$ cat src/rtl/ckm_pkg.sv
package ckm_pkg;
  localparam int CKM_PIX_W = 8;
  localparam int CKM_LANES = 8;
endpackage

$ cat src/rtl/ckm_key_reg.sv
module ckm_key_reg #(
  parameter int PIX_W = ckm_pkg::CKM_PIX_W,
  parameter int LANES = ckm_pkg::CKM_LANES,
  parameter logic [PIX_W-1:0] KEY_RST = '0
) (
  input  logic                   clk,
  input  logic                   rst,
  input  logic                   wr,
  input  logic [PIX_W-1:0]       val,
  output logic [PIX_W*LANES-1:0] key_rep
);
  logic [PIX_W-1:0] key_q;

  // new key becomes visible the cycle after the write
  always_ff @(posedge clk) begin
    if (rst)     key_q <= KEY_RST;
    else if (wr) key_q <= val;
  end

  assign key_rep = {LANES{key_q}};
endmodule

$ cat src/rtl/ckm_mask_gen.sv
module ckm_mask_gen #(
  parameter int PIX_W = ckm_pkg::CKM_PIX_W,
  parameter int LANES = ckm_pkg::CKM_LANES,
  localparam int WORD_W = PIX_W * LANES
) (
  input  logic [WORD_W-1:0] fg,
  input  logic [WORD_W-1:0] key_rep,
  output logic [WORD_W-1:0] mask
);
  for (genvar l = 0; l < LANES; l++) begin : g_lane
    assign mask[l*PIX_W +: PIX_W] =
      (fg[l*PIX_W +: PIX_W] == key_rep[l*PIX_W +: PIX_W]) ? {PIX_W{1'b1}} : {PIX_W{1'b0}};
  end
endmodule

$ cat src/rtl/ckm_blend.sv
module ckm_blend #(
  parameter int WORD_W = ckm_pkg::CKM_PIX_W * ckm_pkg::CKM_LANES
) (
  input  logic [WORD_W-1:0] fg,
  input  logic [WORD_W-1:0] bg,
  input  logic [WORD_W-1:0] mask,
  output logic [WORD_W-1:0] res
);
  logic [WORD_W-1:0] keep_bg, keep_fg;

  assign keep_bg = bg & mask;
  assign keep_fg = fg & ~mask;
  assign res     = keep_bg | keep_fg;
endmodule

$ cat src/rtl/chroma_key_merge.sv
module chroma_key_merge #(
  parameter int PIX_W = ckm_pkg::CKM_PIX_W,
  parameter int LANES = ckm_pkg::CKM_LANES,
  parameter logic [PIX_W-1:0] KEY_RST = '0,
  localparam int WORD_W = PIX_W * LANES
) (
  input  logic              clk,
  input  logic              rst,
  input  logic              key_wr,
  input  logic [PIX_W-1:0]  key_val,
  input  logic              fg_valid,
  output logic              fg_ready,
  input  logic [WORD_W-1:0] fg_data,
  input  logic              bg_valid,
  output logic              bg_ready,
  input  logic [WORD_W-1:0] bg_data,
  output logic              out_valid,
  input  logic              out_ready,
  output logic [WORD_W-1:0] out_data,
  output logic [WORD_W-1:0] out_mask
);
  logic [WORD_W-1:0] key_rep, mask_c, res_c;
  logic space, fire;

  ckm_key_reg #(.PIX_W(PIX_W), .LANES(LANES), .KEY_RST(KEY_RST)) u_key (
    .clk(clk), .rst(rst), .wr(key_wr), .val(key_val), .key_rep(key_rep)
  );

  ckm_mask_gen #(.PIX_W(PIX_W), .LANES(LANES)) u_mask (
    .fg(fg_data), .key_rep(key_rep), .mask(mask_c)
  );

  ckm_blend #(.WORD_W(WORD_W)) u_blend (
    .fg(fg_data), .bg(bg_data), .mask(mask_c), .res(res_c)
  );

  assign space    = !out_valid || out_ready;
  assign fg_ready = space && bg_valid;
  assign bg_ready = space && fg_valid;
  assign fire     = space && fg_valid && bg_valid;

  always_ff @(posedge clk) begin
    if (rst) begin
      out_valid <= 1'b0;
      out_data  <= '0;
      out_mask  <= '0;
    end else if (fire) begin
      out_valid <= 1'b1;
      out_data  <= res_c;
      out_mask  <= mask_c;
    end else if (out_ready) begin
      out_valid <= 1'b0;
    end
  end

  // stalled output holds
  p_hold_r5: assert property (@(posedge clk) disable iff (rst)
    (out_valid && !out_ready) |=> (out_valid && $stable(out_data) && $stable(out_mask)));

  // both streams are consumed together
  p_pair_r4: assert property (@(posedge clk) disable iff (rst)
    (fg_valid && fg_ready) == (bg_valid && bg_ready));

  // no acceptance while the output is stalled
  p_stall_r4: assert property (@(posedge clk) disable iff (rst)
    (out_valid && !out_ready) |-> (!fg_ready && !bg_ready));

  // accepted beat shows up after the edge
  p_fill_r7: assert property (@(posedge clk) disable iff (rst)
    (fg_valid && fg_ready) |=> out_valid);

  // each mask lane is all ones or all zeros
  for (genvar l = 0; l < LANES; l++) begin : g_mchk
    p_mask_r3: assert property (@(posedge clk) disable iff (rst)
      out_valid |-> (out_mask[l*PIX_W +: PIX_W] == {PIX_W{1'b0}} ||
                     out_mask[l*PIX_W +: PIX_W] == {PIX_W{1'b1}}));
  end
endmodule

$ cat config.mk
export PLATFORM = sky130hd
export DESIGN_NAME = chroma_key_merge
export DESIGN_NICKNAME = d
export VERILOG_FILES = /design/src/rtl/ckm_pkg.sv /design/src/rtl/ckm_key_reg.sv /design/src/rtl/ckm_mask_gen.sv /design/src/rtl/ckm_blend.sv /design/src/rtl/chroma_key_merge.sv
export SDC_FILE = /design/constraint.sdc
export NUM_CORES = 1
export LEC_CHECK = 0
export BUFFER_PORTS_ARGS = -buffer_cell sky130_fd_sc_hd__buf_4
export CAP_MARGIN = 5
export CORE_MARGIN = 10
export CORE_UTILIZATION = 43
export DETAILED_ROUTE_END_ITERATION = 10
export PLACE_DENSITY = 0.8
export SLEW_MARGIN = 20
export SYNTH_ARGS = -nofsm -noshare
export SYNTH_HDL_FRONTEND = slang
export SYNTH_SLANG_ARGS = --single-unit
$ cat constraint.sdc
create_clock -name clk -period 1.4 [get_ports clk]
set_input_delay 0.07 -clock clk [delete_from_list [all_inputs] [get_ports clk]]
set_output_delay 0.07 -clock clk [all_outputs]
set_load 0.05 [all_outputs]
==> results by group <==
Clock network
  • TritonCTS Buffers: 9
  • H-tree levels: 3
  • Root Driver: clkbuf_16
  • Clock Latency Late Sink: 340 ps
  • Worst-path clk slew: 60 ps
  • CTS tree: done
  • Sink Count: 81
  • Clk buf depth: 2

Pwr
  • Peak VDD IR: 0.588 mV
  • Lkg Pwr: 3.75 nW
  • Pwr/cell area: 874 nW/µm²
  • Overall power: 7.43 mW

Timing
  • Final Setup Violations: 72
  • Fin. max-slew vios: 0
  • Min Hold Slack: 24.1 ps
  • Hold Violations, Final: 0
  • Final setup margin: -146 ps
  • FMAX: 647 MHz
  • Final period util: 110%
  • Rel. slew slack: 77.6%
  • RSZ-0062 raised after global routing: yes
  • Tmin final: 1550 ps
  • Max Clock Skew: 6.49 ps
  • Worst slew pin tran: 334 ps

Yosys
  • Cell area after synthesis: 5550 µm²
  • Synth top area cells: dfxtp_1, a211oi_2, xor2_1
  • Syn_nets: 718
  • Cells after synthesis: 576
  • Mapped Avg Cell Area: 9.64 µm²
  • Flop and latch count out of synthesis: 81
  • Synth area leader: dfxtp_1
  • Register area share after synthesis: 29.2%
  • Yosys warnings: 0
  • Yosys cell types: 19
  • Share of the synthesized area in the top cell type: 29.2%

Floorplan
  • Die Span Y: 134 µm
  • DIE AREA: 17,900 µm²
  • Initial Utilization: 44.0%
  • # rows: 41
  • IO Count: 273
  • Core Area: 12,600 µm²
  • Die Span X: 134 µm

Placed design
  • Placed Cells: 964
  • Pre-CTS setup slack: -283 ps
  • Detailed placement HPWL: 15,700 µm
  • GP Congestion: 0.841
  • Port buffer count: 272

Detailed routing
  • Post-DRT Antenna Nets: 0
  • DR DRC count: 0
  • Max Used Layer: met4
  • WL met2: 10,300 µm
  • M1 WL: 7870 µm
  • Total Wirelength: 20,100 µm
  • Via density: 5.34
  • Vias: 5,274
  • WL/cell: 20.3 µm
  • First drt pass iteration count: 5
  • Starting DRC count in detailed routing: 173
  • Metal3 WL: 1420 µm

Run status
  • Status: complete, but fails checks
  • Violated checks: setup timing

Run
  • Max-cap viol count: 0

GRT
  • First-pass GRT wire length: 31,000 µm
  • Overflow after GRT: 0
  • Vias in the first global route: 5,758
  • GRT Overall Usage: 21.4%
  • Largest net degree at the start of global routing: 82
  • Initial antenna violation count: 0

Min path
  • HP Class: primary input to register
  • HP Start: key_val[1]

Critical path
  • WS Path Type: register to register
  • Crit path DAT: 1770 ps
  • Worst setup EP type: register
  • Worst r2r src: u_key.key_q[1]$_SDFFE_PP0P_
  • Worst Path Required: 1620 ps
  • CP max FO: 4
  • Critical Path Source Type: register
  • CP startpoint: u_key.key_q[1]$_SDFFE_PP0P_

Finish
  • Area Overhead vs Synth: 53.2%
  • Final net count: 954
  • Fin util: 67.4%
  • Final Non-Filler Cells: 988
  • Share of layout cells above drive strength 1: 60.2%
  • Diodes inserted: 0
## Yosys cell counts
| cell type | count |
|---|---|
| nor4_4 | 16 |
| clkbuf_1 | 30 |
| and2_1 | 10 |
| dfxtp_1 | 81 |
| o21bai_1 | 64 |
| and3_1 | 1 |
| buf_2 | 3 |
| a21oi_1 | 9 |
| buf_4 | 56 |
| buf_6 | 15 |
| nand2_1 | 8 |
| a211oi_1 | 64 |
| mux2i_1 | 8 |
| nand3_1 | 9 |
| nor2_1 | 72 |
| nand2b_1 | 1 |
| a211oi_2 | 64 |
| xor2_1 | 64 |
| buf_1 | 1 |
## repair_timing
action / 4_1_cts / 5_1_grt
endpoints found under the setup margin: 72 / 72
pin swaps: 8 / 13
hold endpoints to repair: 7 / 0
setup buffers: 0 / 2
resized for setup: 56 / 29
hold buffers: 7 / 0
cloned: 2 / 2
## area by class of cell
type	count	area, µm²
fillers	1017	4120
clock inverters	3	65.1
repair buffers	330	2700
well taps	172	215
multi-input cells	390	3640
flip-flops and latches	81	1630
clock buffers	12	246
## kinds of logic after synthesis
family	count (synthesis)	synth area share [%]
simple gates	117	13.7
mux	8	1.44
buf+inv	105	13.0
xor+xnor	64	10.1
flops	81	29.2
compound gates	201	32.6
## sequential cells by signal, indices dropped and copies added (netlist names)
signal / cells
out_data: 64
out_mask: 8
u_key.key_q: 8
out_valid: 1
## layout by cell type, fill, tap and decap left out
| master | count |
|---|---|
| xor2_2 | 33 |
| nand3_1 | 4 |
| nor4_4 | 16 |
| nand3_4 | 1 |
| nand2b_1 | 1 |
| buf_12 | 11 |
| nor2_1 | 72 |
| a211oi_2 | 75 |
| a211oi_1 | 53 |
| and3_2 | 1 |
| xor2_4 | 3 |
| nand3_2 | 4 |
| buf_4 | 293 |
| a21oi_2 | 6 |
| mux2i_1 | 8 |
| clkinv_2 | 1 |
| bufinv_16 | 2 |
| clkbuf_8 | 1 |
| and2_4 | 8 |
| o21bai_1 | 64 |
| buf_2 | 1 |
| clkbuf_16 | 9 |
| dfxtp_2 | 7 |
| xor2_1 | 28 |
| a21oi_1 | 3 |
| and2_1 | 2 |
| dlygate4sd3_1 | 7 |
| clkbuf_1 | 2 |
| buf_6 | 18 |
| dfxtp_1 | 73 |
| dfxtp_4 | 1 |
| nand2_1 | 8 |
## critical path, cell delays in order (launching register included)
cell,delay (ps)
dfxtp_2,320
buf_4,150
xor2_2,190
nor4_4,360
and2_4,230
buf_6,120
a211oi_2,60
## worst paths after layout
kind,end,slack (ps),cells past startpoint
worst min register to register,out_data[5]$_SDFFE_PP0P_,550,2
worst max-delay path,out_data[1]$_SDFFE_PP0P_,-150,6
worst min-delay path,u_key.key_q[1]$_SDFFE_PP0P_,20,3
worst max register to register,out_data[1]$_SDFFE_PP0P_,-150,6
## per-stage QoR
step | area (µm²) | TNS [ps]
2_1_floorplan | 5710 | -10410
3_3_place_gp | 7790 | -7880
3_5_place_dp | 7790 | -10550
4_1_cts | 8360 | -6350
5_1_grt | 8500 | -11310
6_report | 8500 | -6580
## power by group
group / internal [mW] / switching (mW) / total, mW
clock: 1.60 / 0.956 / 2.56
combinational: 0.968 / 1.37 / 2.34
sequential: 2.45 / 0.0873 / 2.54
total: 5.02 / 2.41 / 7.43
## per-layer routing
layer	global-route usage [%]	up-vias
li1	-	2461
met1	23.7	2544
met2	37.6	228
met3	6.28	41
met4	8.10	0
met5	0	-
Note: power is estimated with default switching activity, not from simulation.
